--- config.mk ---
export PLATFORM = sky130hd
export DESIGN_NAME = pwm_bridge_mod
export DESIGN_NICKNAME = d
export VERILOG_FILES = /design/src/rtl/pbm_pkg.sv /design/src/rtl/pbm_timebase.sv /design/src/rtl/pbm_duty_regs.sv /design/src/rtl/pbm_leg.sv /design/src/rtl/pwm_bridge_mod.sv
export SDC_FILE = /design/constraint.sdc
export NUM_CORES = 1
export LEC_CHECK = 0
export BUFFER_PORTS_ARGS = -buffer_cell sky130_fd_sc_hd__buf_2
export CAP_MARGIN = 30
export CORE_MARGIN = 8
export CORE_UTILIZATION = 50
export CTS_BUF_LIST = sky130_fd_sc_hd__clkbuf_16
export CTS_CLUSTER_DIAMETER = 100
export DETAILED_ROUTE_END_ITERATION = 8
export PLACE_DENSITY = 0.73
export REMOVE_ABC_BUFFERS = 1
export SLEW_MARGIN = 10
export SYNTH_ARGS = -nofsm -noshare
export SYNTH_HDL_FRONTEND = slang
export SYNTH_SLANG_ARGS = --single-unit
--- constraint.sdc ---
create_clock -name clk -period 1.8 [get_ports clk]
set_input_delay 0.18 -clock clk [delete_from_list [all_inputs] [get_ports clk]]
set_output_delay 0.18 -clock clk [all_outputs]
set_load 0.05 [all_outputs]
--- src/rtl/pbm_pkg.sv ---
package pbm_pkg;

  // Which edge of the period a leg starts on.
  typedef enum logic {
    POL_SET_AT_ZERO   = 1'b0,
    POL_CLEAR_AT_ZERO = 1'b1
  } leg_pol_e;

  // Reduce a sample to the compare width by discarding low bits.
  function automatic logic [31:0] scale_sample(input logic [31:0] s,
                                               input int unsigned drop);
    return s >> drop;
  endfunction

endpackage

--- src/rtl/pbm_timebase.sv ---
module pbm_timebase #(
  parameter int CNT_W = 10
) (
  input  logic             clk,
  input  logic             rst,
  output logic [CNT_W-1:0] cnt_o,
  output logic             zero_o
);

  logic [CNT_W-1:0] cnt_q;

  // Natural binary wrap: terminal count rolls to zero with no idle cycle.
  always_ff @(posedge clk) begin
    if (rst) cnt_q <= '0;
    else     cnt_q <= cnt_q + 1'b1;
  end

  assign cnt_o  = cnt_q;
  assign zero_o = (cnt_q == '0);

endmodule

--- src/rtl/pbm_duty_regs.sv ---
module pbm_duty_regs #(
  parameter int SAMPLE_W   = 12,
  parameter int CNT_W      = 10,
  parameter int RESET_DUTY = 512
) (
  input  logic                clk,
  input  logic                rst,
  input  logic [SAMPLE_W-1:0] sample_i,
  input  logic                sample_vld_i,
  input  logic                load_i,
  output logic [CNT_W-1:0]    shadow_o,
  output logic [CNT_W-1:0]    active_o,
  output logic [CNT_W-1:0]    eff_o
);

  localparam int SHIFT = SAMPLE_W - CNT_W;
  localparam logic [CNT_W-1:0] RST_VAL = CNT_W'(RESET_DUTY);

  logic [CNT_W-1:0] shadow_q, active_q, scaled;

  assign scaled = CNT_W'(pbm_pkg::scale_sample(32'(sample_i), SHIFT));

  always_ff @(posedge clk) begin
    if (rst) begin
      shadow_q <= RST_VAL;
      active_q <= RST_VAL;
    end else begin
      if (sample_vld_i) shadow_q <= scaled;
      if (load_i)       active_q <= shadow_q;
    end
  end

  // At the boundary the value about to be loaded is already the one compared.
  assign eff_o    = load_i ? shadow_q : active_q;
  assign shadow_o = shadow_q;
  assign active_o = active_q;

endmodule

--- src/rtl/pbm_leg.sv ---
module pbm_leg #(
  parameter pbm_pkg::leg_pol_e POL = pbm_pkg::POL_SET_AT_ZERO
) (
  input  logic clk,
  input  logic rst,
  input  logic zero_evt_i,
  input  logic cmp_evt_i,
  output logic leg_o
);

  localparam logic AT_ZERO = (POL == pbm_pkg::POL_SET_AT_ZERO) ? 1'b1 : 1'b0;

  logic leg_q;

  // The compare event is checked first, so it wins when both events coincide.
  always_ff @(posedge clk) begin
    if (rst)             leg_q <= 1'b0;
    else if (cmp_evt_i)  leg_q <= ~AT_ZERO;
    else if (zero_evt_i) leg_q <= AT_ZERO;
  end

  assign leg_o = leg_q;

endmodule

--- src/rtl/pwm_bridge_mod.sv ---
module pwm_bridge_mod #(
  parameter int SAMPLE_W   = 12,
  parameter int CNT_W      = 10,
  parameter int RESET_DUTY = 2 ** (CNT_W - 1)
) (
  input  logic                clk,
  input  logic                rst,
  input  logic [SAMPLE_W-1:0] sample_i,
  input  logic                sample_vld_i,
  output logic                leg_a_o,
  output logic                leg_b_o,
  output logic                soc_o
);

  localparam int NUM_LEGS = 2;

  logic [CNT_W-1:0]    cnt;
  logic                zero_evt;
  logic                cmp_evt;
  logic [CNT_W-1:0]    shadow_cmp, active_cmp, eff_cmp;
  logic [NUM_LEGS-1:0] legs;
  logic                soc_q;

  pbm_timebase #(.CNT_W(CNT_W)) u_tb (
    .clk    (clk),
    .rst    (rst),
    .cnt_o  (cnt),
    .zero_o (zero_evt)
  );

  pbm_duty_regs #(
    .SAMPLE_W   (SAMPLE_W),
    .CNT_W      (CNT_W),
    .RESET_DUTY (RESET_DUTY)
  ) u_duty (
    .clk          (clk),
    .rst          (rst),
    .sample_i     (sample_i),
    .sample_vld_i (sample_vld_i),
    .load_i       (zero_evt),
    .shadow_o     (shadow_cmp),
    .active_o     (active_cmp),
    .eff_o        (eff_cmp)
  );

  assign cmp_evt = (cnt == eff_cmp);

  for (genvar g = 0; g < NUM_LEGS; g++) begin : g_leg
    pbm_leg #(
      .POL(g == 0 ? pbm_pkg::POL_SET_AT_ZERO : pbm_pkg::POL_CLEAR_AT_ZERO)
    ) u_leg (
      .clk        (clk),
      .rst        (rst),
      .zero_evt_i (zero_evt),
      .cmp_evt_i  (cmp_evt),
      .leg_o      (legs[g])
    );
  end

  always_ff @(posedge clk) begin
    if (rst) soc_q <= 1'b0;
    else     soc_q <= zero_evt;
  end

  assign leg_a_o = legs[0];
  assign leg_b_o = legs[1];
  assign soc_o   = soc_q;

endmodule

### Word-level counts from Yosys, hierarchy flattened

Index checks and enable logic that the tools add are counted.

| storage, ports and cells | value |
|---|---|
| register bits after elaboration | 33 |
| bits of input ports | 15 |
| output and inout bits | 3 |
| logic and storage cells | 14 |

| operators by class | value |
|---|---|
| add/subtract/negate cells | 1 |
| equal/unequal tests | 1 |
| multiplexer cells | 3 |
| reductions and logical operators | 3 |

Operators by type and width:

| operator | number |
|---|---|
| 10-bit by 1-bit adder with 10-bit output, second input constant | 1 |
| 10-bit == test | 1 |
| 10-bit zero test | 1 |
| 10-bit two-way mux | 1 |
| 1-bit two-way mux | 2 |
| 2-bit nonzero test | 1 |
| 2-bit OR reduction | 1 |

### Depth between registers and ports, before layout

Gate-level depths: netlist (run 1).

| depth | value |
|---|---|
| depth after elaboration | 4 |
| depth in mapped cells | 6 |
| depth with buffers taken out | 6 |

### Cells and area by module

Synthesis (run 1) repeated with hierarchy kept, for this count alone.

| second synthesis, totals | value |
|---|---|
| cells, all modules | 137 |
| area total of the unflattened synthesis | 1,396.3 um2 |

Modules (own cells, without submodules):

| module | times used | cells an instance | area each (um2) | sequential area each (um2) |
|---|---|---|---|---|
| pbm_duty_regs | 1 | 64 | 742.0 | 400.4 |
| pbm_timebase | 1 | 51 | 442.9 | 200.2 |
| pwm_bridge_mod | 1 | 15 | 138.9 | 20.0 |
| pbm_leg at g_leg[1].u_leg | 1 | 4 | 38.8 | 20.0 |
| pbm_leg at g_leg[0].u_leg | 1 | 3 | 33.8 | 20.0 |

### Worst setup path after synthesis (run 1)

No wires, ideal clock.

| timing path | value |
|---|---|
| path type | flip-flop to flip-flop |
| from | register u_tb.cnt_q[4], in the netlist u_tb.cnt_o[4] |
| to | register g_leg[0].u_leg.leg_q |
| data arrival time | 1,717 ps |
| required time | 1,669 ps |
| slack | -49 ps |
| cell stages (with the launch flop) | 7 |
| cells stage by stage | dfxtp_1 -> buf_2 -> nor4_4 -> nand4_4 -> or4_1 -> a211oi_2 -> nor3_1 |

| on the way | value |
|---|---|
| longest elaborated chain between the ends | 4 |

Ends and longest elaborated chain:

| what | RTL line | source |
|---|---|---|
| from (decl) | pbm_timebase.sv:10 | `logic [CNT_W-1:0] cnt_q;` |
| from (signal assigned) | pbm_timebase.sv:15 | `else cnt_q <= cnt_q + 1'b1;` |
| 10-bit zero test | pbm_timebase.sv:19 | `assign zero_o = (cnt_q == '0);` |
| 10-bit two-way mux | pbm_duty_regs.sv:34 | `assign eff_o = load_i ? shadow_q : active_q;` |
| 10-bit == test | pwm_bridge_mod.sv:46 | `assign cmp_evt = (cnt == eff_cmp);` |
| 2-bit OR reduction (no source line) | - |  |
| to (signal assigned) | pbm_leg.sv:18 | `else if (cmp_evt_i) leg_q <= ~AT_ZERO;` |
| to (decl) | pbm_leg.sv:13 | `logic leg_q;` |

Parallel ways exist; a longest one is shown, timed or not.
A chain may end at the register's enable or synchronous reset.

### Worst setup path in the final report (run 1)

| timing path | value |
|---|---|
| from | register u_duty.shadow_q[5], in the netlist u_duty.shadow_o[5] |
| to | register g_leg[0].u_leg.leg_q |

| on the way | value |
|---|---|
| longest elaborated chain between the ends | 3 |

Ends and longest elaborated chain:

| what | RTL line | source |
|---|---|---|
| from (decl) | pbm_duty_regs.sv:19 | `logic [CNT_W-1:0] shadow_q, active_q, scaled;` |
| from (signal assigned) | pbm_duty_regs.sv:28 | `if (sample_vld_i) shadow_q <= scaled;` |
| 10-bit two-way mux | pbm_duty_regs.sv:34 |  |
| 10-bit == test | pwm_bridge_mod.sv:46 |  |
| 2-bit OR reduction (no source line) | - |  |

No other way between the ends.

==> results.txt, run 1 <==
The die boundary width is 70.2 um. The number of filler instances in the final layout came out at 237. The async set or reset register ratio after synthesis is 0%.

The first-pass iteration count of the detailed router came out at 4. The leftover overflow at the end of global routing is 0. Buffers inserted during clock tree synthesis total 5. The setup skew after layout came out at 0.00541 ns.

After synthesis, the most frequently instantiated cells are sky130_fd_sc_hd__dfxtp_1 (33), sky130_fd_sc_hd__nor2_1 (28), sky130_fd_sc_hd__mux2i_1 (18), sky130_fd_sc_hd__xnor2_1 (9), sky130_fd_sc_hd__inv_1 (7). The first global-routing pass estimated 5420 um of wire. The static leakage came out at 0.845 nW.

The maximum number of buffers from clock root to sink is 2. Input and output buffers added on the ports amount to 15. In the post-synthesis netlist, the cell with the most instances is sky130_fd_sc_hd__dfxtp_1. The largest driver fanout on the critical path is 2. The worst IR drop on VDD is 1170 uV. The remaining antenna violation count after routing is 0. The count of final max-slew check failures was 0. The share of post-route cells with drive strength above 1 is 26.5%. The data arrival time of the worst path is 1.93 ns. The slack of the critical path is 0.0161 ns.

The total power consumption of the routed design is 1.83 mW. The per-cell routed wire length came out at 14.3 um. TritonCTS built the clock tree.

For the pin with the worst max-slew slack, the measured transition is 0.411 ns. Broken down by cell family, the worst path's largest delay share belongs to simple AND/OR/NAND/NOR gates. At the end of routability-driven placement, the weighted congestion stood at 0.845.

In this run the standard cell core region covers 2780 sq um. The count of routing violations after the opening detailed-route iteration is 50. Excluding fillers, the count of instances in the completed layout stands at 216. The synthesis-to-layout area growth came out at 25.0%.

The portion of total power attributed to combinational logic is 14.3%. The via count of the first global-routing pass is 1231. The min-delay analysis places its worst path in the category in2reg. The total negative slack for setup checks is 0 ns. After layout, the worst path uses 99.1% of the clock period.

The worst setup path is captured at a flip-flop. For this run, the post-layout net count is 202. The proportion of power drawn by the clock network came out at 42.2%. The largest area contributor in the netlist is sky130_fd_sc_hd__dfxtp_1. CTS placed an instance of sky130_fd_sc_hd__clkbuf_16 at the clock tree root. The effective utilization at floorplan came out at 52.8%. Sorting the synthesized cells by area gives the leading types as sky130_fd_sc_hd__dfxtp_1 (45%), sky130_fd_sc_hd__mux2i_1 (12%), sky130_fd_sc_hd__nor2_1 (7.2%). The worst setup path is launched from a flip-flop. Walking the worst path, the cells encountered are nor2b_1 > a2111o_1 > or4_4 > a211oi_4 > nor3_1.

The share of Yosys cell area claimed by the top area cell type came out at 45.0%. Summed over all nets, the half-perimeter wirelength after detailed placement is 2320 um. The number of distinct standard cells referenced by the synthesized netlist came out at 33. The final number of setup-violating endpoints came out at 0. The required time of the critical path is 1.95 ns. Based on the critical path, the design can be clocked at up to 0.561 GHz. The internal power is 1.39 mW. The number of vias per cell came out at 5.40.

The number of enable-type register cells in the synthesized netlist came out at 0. Subtracting the final worst setup slack from the clock period gives 1.78 ns. The per-instance average area after synthesis came out at 9.66 sq um. The proportion of power drawn by flip-flops and latches came out at 43.6%. The count of buffer and inverter cells on the critical path is 0. The total standard cell area after synthesis came out at 1470 sq um. The post-CTS setup buffer count came out at 0. The number of antenna violations at the first check in global routing is 0. The sequential area share after synthesis is 45.0%. Setup repair after global routing could not meet its margin everywhere. The floorplan die area is 4930 sq um. The number of primary I/O pins came out at 18. In this run the power density over the cells is 999 nW/um^2. The count of final hold-check violations is 0. The residual DRC count came out at 0. The number of sinks handled by clock tree synthesis came out at 33. The number of buffers inserted by hold repair at cts is 0. The total number of yosys warnings came out at 0. Summed over all layers, the routed wires come to 3100 um. The largest net degree at the start of global routing came out at 24.

The die is 70.2 um tall. Clock-pin slew was measured on the worst setup and hold paths at 0.05 ns. The overall fraction of global-route tracks in use is 13.7%. After synthesis the netlist holds a flip-flop and latch count of 33.

The reported net switching power is 0.447 mW. Headroom to the max-slew limit came out at 72.6%. The number of rows in the core area came out at 19. The switching part of the total power is 24.4%.

The largest stage delay on the critical path came out at 0.53 ns. The tool flagged a number of max-cap violations equal to 0. The number of levels the H-tree was split into came out at 2. The utilization after layout is 66.0%. The number of cells after detailed placement came out at 209. The total inserted antenna cells is 0.

The clock network latency to the later pin of the worst-skew pair came out at 0.28 ns. The worst slack at placement came out at -0.0399 ns. Synthesis produced a netlist whose cell count is 152.

The critical path is of the reg2reg type. Detailed routing inserted a total of 1166 vias. The prevailing post-synth register cell is sky130_fd_sc_hd__dfxtp_1.

The highest-delay cell along the critical path is sky130_fd_sc_hd__or4_4. The run finished with clean final reports.
==> cells by family (layout without fill, tap and decap cells) <==
kind of cell / count (synthesis) / after routing / share of synthesized area (%)
compound gates: 13 / 13 / 8.01
flops: 33 / 33 / 45.0
xor+xnor: 15 / 15 / 8.94
fa+ha+maj: 2 / 2 / 1.70
buf+inv: 17 / 50 / 4.51
simple gates: 53 / 53 / 18.8
mux: 19 / 19 / 13.0
==> registers in the layout (all words and copies together) (netlist names) <==
name	count
g_leg.u_leg.leg_o	2
soc_o	1
u_duty.active_o	10
u_duty.shadow_o	10
u_tb.cnt_o	10
==> worst paths after layout <==
| check | endpoint | slack (ns) | from | cells past startpoint |
|---|---|---|---|---|
| max | g_leg[0].u_leg.leg_o$_SDFFE_PP0P_ | 0.02 | u_duty.shadow_o[5]$_SDFFE_PP0P_ | 5 |
| min | u_duty.shadow_o[3]$_SDFFE_PP0P_ | 0.14 | sample_i[5] | 3 |
| max reg2reg | g_leg[0].u_leg.leg_o$_SDFFE_PP0P_ | 0.02 | u_duty.shadow_o[5]$_SDFFE_PP0P_ | 5 |
| min reg2reg | u_duty.active_o[9]$_SDFF_PP1_ | 0.49 | u_duty.active_o[9]$_SDFF_PP1_ | 2 |
==> layout make-up <==
cell class                      count  area (sq um)  area share (%)
Multi-Input combinational cell    102           753            41.0
Tap cell                           31          38.8            2.11
Clock inverter                      2          7.51           0.409
Inverter                           10          37.5            2.04
Sequential cell                    33           663            36.1
Timing Repair Buffer               33           210            11.5
Clock buffer                        5           125            6.82
==> routing by layer <==
| metal | up-vias | routed length [um] | global-route usage, % |
|---|---|---|---|
| met5 | - | 0 | 0 |
| met4 | 0 | 84 | 8.26 |
| met3 | 9 | 156 | 6.21 |
| met2 | 24 | 1550 | 22.5 |
| met1 | 555 | 1300 | 13.9 |
| li1 | 578 | - | - |
==> what timing repair did <==
| item | 4_1_cts | 5_1_grt |
|---|---|---|
| setup endpoints to repair | 2 | 2 |
| gates resized for setup | 3 | 1 |
| hold endpoints to repair | 0 | 0 |
| cloned | 0 | 0 |
| pin swaps | 1 | 2 |
==> power groups by stage <==
stage               clock, mW  combinational [mW]  sequential (mW)
floorplan                   0               0.136            0.835
finish                  0.774               0.261            0.799
global placement            0               0.244            0.810
CTS                     0.790               0.261            0.798
detailed placement          0               0.252            0.812
global route            0.817               0.286            0.801
==> metrics by stage <==
stage | hold slack (ns) | area (sq um)
floorplan | 0.247 | 1440
global placement | 0.392 | 1690
detailed placement | 0.424 | 1690
CTS | 0.136 | 1830
global route | 0.143 | 1840
finish | 0.141 | 1840
==> layout by cell type (no fill, tap or decap), types with 2 or more instances in the layout <==
cell type                   netlist  layout
sky130_fd_sc_hd__a222oi_1         2       2
sky130_fd_sc_hd__nand3_1          5       5
sky130_fd_sc_hd__xnor2_1          9       9
sky130_fd_sc_hd__inv_1            7       8
sky130_fd_sc_hd__buf_2            2      15
sky130_fd_sc_hd__clkbuf_16        0       5
sky130_fd_sc_hd__o2bb2ai_1        2       2
sky130_fd_sc_hd__o211ai_1         2       2
sky130_fd_sc_hd__and3_1           3       3
sky130_fd_sc_hd__dfxtp_1         33      31
sky130_fd_sc_hd__xor2_1           6       6
sky130_fd_sc_hd__buf_4            0      18
sky130_fd_sc_hd__nor2_1          28      28
sky130_fd_sc_hd__mux2i_1         18      18
sky130_fd_sc_hd__nand2_1          2       2
sky130_fd_sc_hd__ha_1             2       2
sky130_fd_sc_hd__nor2b_1          5       5
sky130_fd_sc_hd__inv_2            3       3
sky130_fd_sc_hd__nor3_1           4       4
sky130_fd_sc_hd__dfxtp_2          0       2
==> worst register-to-register path, cell delays in order (launching register included) <==
cell                       delay [ns]
sky130_fd_sc_hd__dfxtp_1         0.31
sky130_fd_sc_hd__nor2b_1         0.13
sky130_fd_sc_hd__a2111o_1        0.39
sky130_fd_sc_hd__or4_4           0.53
sky130_fd_sc_hd__a211oi_4        0.23
sky130_fd_sc_hd__nor3_1          0.07
No activity file was read; power rests on OpenSTA's default activity.
==> inputs of run 2 (changes only) <==
==> constraint.sdc (replaced) <==
create_clock -name clk -period 1.5 [get_ports clk]
set_input_delay 0.15 -clock clk [delete_from_list [all_inputs] [get_ports clk]]
set_output_delay 0.15 -clock clk [all_outputs]
set_load 0.05 [all_outputs]
==> run 2 against run 1 <==
Effect of this change:
- the flow now finishes with violations (negative setup slack)
- wire length rose by 14%
- global-route usage rose by 1.3 points
- combinational power rose by 34%
- hold slack got worse by 0.050 ns
- worst setup slack got worse by 0.33 ns
- sequential power rose by 20%
- critical path type unchanged
- design area rose by 6.1%
- non-clock buffer count rose by 9
- sequential share of layout area fell by 1.7 points
==> results.txt, run 2 (same netlist as run 1, synthesis figures left out) <==
Across the run, the number of max-cap violations was 0. The worst reg-to-reg setup slack came out at -0.32 ns. The leftover overflow at the end of global routing is 0. The utilization after layout came out at 70.0%. For this configuration, the core starts out at a cell density of 52.8%. The via count of the first global-routing pass came out at 1275. The number of levels the H-tree was split into came out at 2. The number of rows in the core area is 19. The total inserted antenna cells is 0. The remaining max-slew budget at the tightest pin is 74.6%. The number of vias per cell is 5.48. The worst hold path depth is 3. The floorplan step set the die width to 70.2 um. The detailed-route via count is 1234. The first-pass iteration count of the detailed router came out at 4. The clock network latency to the later pin of the worst-skew pair came out at 0.28 ns.

The worst slack at placement came out at -0.341 ns. The count of final max-slew check failures is 0. The final design instance area without fill is 1950 sq um.

The share of post-route cells with drive strength above 1 came out at 34.0%. Entering global routing, the biggest net connects 21 pins. The per-cell routed wire length is 15.7 um. Clock tree synthesis selected as its root buffer the cell sky130_fd_sc_hd__clkbuf_16. At the worst endpoint, the required time is 1.72 ns. Clock-pin slew was measured on the worst setup and hold paths at 0.05 ns. The overall fraction of global-route tracks in use is 15.0%. The data arrival time of the worst path is 2.04 ns. The remaining antenna violation count after routing came out at 0. For the pin with the worst max-slew slack, the measured transition is 0.381 ns. Setup repair after global routing could not meet its margin everywhere.

The count of cells along the worst register-to-register path came out at 5. The residual DRC count is 0. TritonCTS built the clock tree. The total power consumption of the routed design came out at 2.23 mW.

The first-pass GRT wire length came out at 5790 um. Of all nets on the critical path, the largest fanout is 2. The most frequent standard cell in the layout excluding fill and tap cells is sky130_fd_sc_hd__nor2_1. The capture instance of the worst register-to-register path is g_leg[1].u_leg.leg_o$_SDFFE_PP0P_. The synthesis-to-layout area growth came out at 32.5%. The slack of the critical path came out at -0.317 ns.

The number of buffers inserted by hold repair at cts came out at 0. At the end of routability-driven placement, the weighted congestion stood at 0.878. The floorplan die area came out at 4930 sq um. The hold path endpoint is u_duty.shadow_o[9]$_SDFFE_PP1P_.

The number of antenna violations at the first check in global routing came to 0. The maximum number of buffers from clock root to sink came out at 2. Leaving out fill and tap cells, the most frequent cells in the layout are sky130_fd_sc_hd__nor2_1 (28), sky130_fd_sc_hd__dfxtp_1 (27), sky130_fd_sc_hd__buf_4 (25). The static leakage came out at 0.902 nW. The peak clock frequency supported by timing came out at 0.550 GHz. The checks that failed: negative setup slack. The flow ran to the end, but the final reports show violations. The number of sinks handled by clock tree synthesis is 33. Across the VDD grid, the largest voltage drop is 1320 uV. The startpoint of the lowest-slack hold path is sample_i[11].

The TritonCTS buffer count is 5. The worst register-to-register path begins at u_duty.shadow_o[5]$_SDFFE_PP0P_. Subtracting the final worst setup slack from the clock period gives 1.82 ns. The count of final hold-check violations came out at 0. The number of input and output port buffers inserted is 15. The overall routed net length is 3520 um. The setup skew after layout is 0.00342 ns. The part of the cycle the worst path needs is 121%. The critical path in this run is classified as reg2reg. The count of routing violations after the opening detailed-route iteration is 58. The half-perimeter wire length after placement came out at 2460 um. After detailed placement, the total cell area comes to 1740 sq um.

The total power divided by cell area came out at 1150 nW/um^2. The path class of the tightest hold or removal check is in2reg. The post-layout net count is 211. STA classifies the critical path endpoint as a flip-flop. The area inside the core boundary came out at 2780 sq um.

The number of primary I/O pins is 18. The critical path startpoint category is a flip-flop. The height of the die is 70.2 um. The final number of setup-violating endpoints is 2.
==> run 2: cell types whose count changed in the layout (fill, tap and decap cells not counted) <==
cell | before | now
sky130_fd_sc_hd__a211oi_2 | 0 | 1
sky130_fd_sc_hd__buf_6 | 0 | 2
sky130_fd_sc_hd__nor3_1 | 4 | 2
sky130_fd_sc_hd__a211oi_4 | 1 | 0
sky130_fd_sc_hd__dfxtp_2 | 2 | 5
sky130_fd_sc_hd__nor2b_1 | 5 | 4
sky130_fd_sc_hd__dfxtp_4 | 0 | 1
sky130_fd_sc_hd__dfxtp_1 | 31 | 27
sky130_fd_sc_hd__buf_4 | 18 | 25
sky130_fd_sc_hd__nor3_2 | 0 | 1
sky130_fd_sc_hd__mux2i_1 | 18 | 17
sky130_fd_sc_hd__nor2b_4 | 0 | 1
sky130_fd_sc_hd__mux2i_4 | 0 | 1
sky130_fd_sc_hd__nor3_4 | 0 | 1
==> run 2: how the worst max path moves through the flow <==
stage | start | to | slack, ns | cells after the start
after floorplan | u_tb.cnt_o[4]$_SDFF_PP0_ | g_leg[1].u_leg.leg_o$_SDFFE_PP0P_ | -0.45 | 5
after global placement | u_tb.cnt_o[5]$_SDFF_PP0_ | g_leg[0].u_leg.leg_o$_SDFFE_PP0P_ | -0.28 | 5
after detailed placement | u_tb.cnt_o[5]$_SDFF_PP0_ | g_leg[0].u_leg.leg_o$_SDFFE_PP0P_ | -0.34 | 5
after CTS | u_duty.shadow_o[5]$_SDFFE_PP0P_ | g_leg[0].u_leg.leg_o$_SDFFE_PP0P_ | -0.30 | 5
after global routing | u_tb.cnt_o[5]$_SDFF_PP0_ | g_leg[0].u_leg.leg_o$_SDFFE_PP0P_ | -0.37 | 5
final | u_duty.shadow_o[5]$_SDFFE_PP0P_ | g_leg[1].u_leg.leg_o$_SDFFE_PP0P_ | -0.32 | 5
==> run 2: per-stage QoR <==
stage / hold slack [ns] / std cells / TNS [ns]
floorplan: 0.217 / 145 / -0.888
global placement: 0.367 / 216 / -0.615
detailed placement: 0.380 / 216 / -0.770
CTS: 0.0979 / 224 / -0.583
global route: 0.121 / 225 / -1.10
finish: 0.0909 / 225 / -0.629
==> run 2: timing repair <==
item,in CTS,in global routing
endpoints found under the setup margin,6,8
gates resized for setup,12,5
buffers inserted,1,1
pin swaps,4,5
==> run 2: final cells by class <==
class                   count  area (sq um)
clock inverters             2          7.51
well taps                  31          38.8
inverters                  10          37.5
clock buffers               5           125
multi-input cells         102           782
repair buffers             42           285
flip-flops and latches     33           671
fillers                   212           835
==> run 2: worst max-delay path, cell delays in order (launching register included) <==
cell and delay [ns]:
sky130_fd_sc_hd__dfxtp_2 0.31, sky130_fd_sc_hd__nor2b_4 0.11, sky130_fd_sc_hd__a2111o_1 0.39, sky130_fd_sc_hd__or4_4 0.56, sky130_fd_sc_hd__a211oi_2 0.24, sky130_fd_sc_hd__o21a_1 0.15
==> run 2: report_power, final <==
group          switching [mW]  total [mW]  internal, mW
Combinational           0.183       0.351         0.169
Clock                   0.333       0.923         0.591
Sequential             0.0329       0.959         0.926
==> run 2: routing by layer <==
metal  routed length, um  track usage (%)  vias to the layer above
li1                    -                -                      603
met1                1440             15.3                      583
met2                1780             25.2                       35
met3                 154             5.79                       13
met4                 154             9.15                        0
met5                   0                0                        -
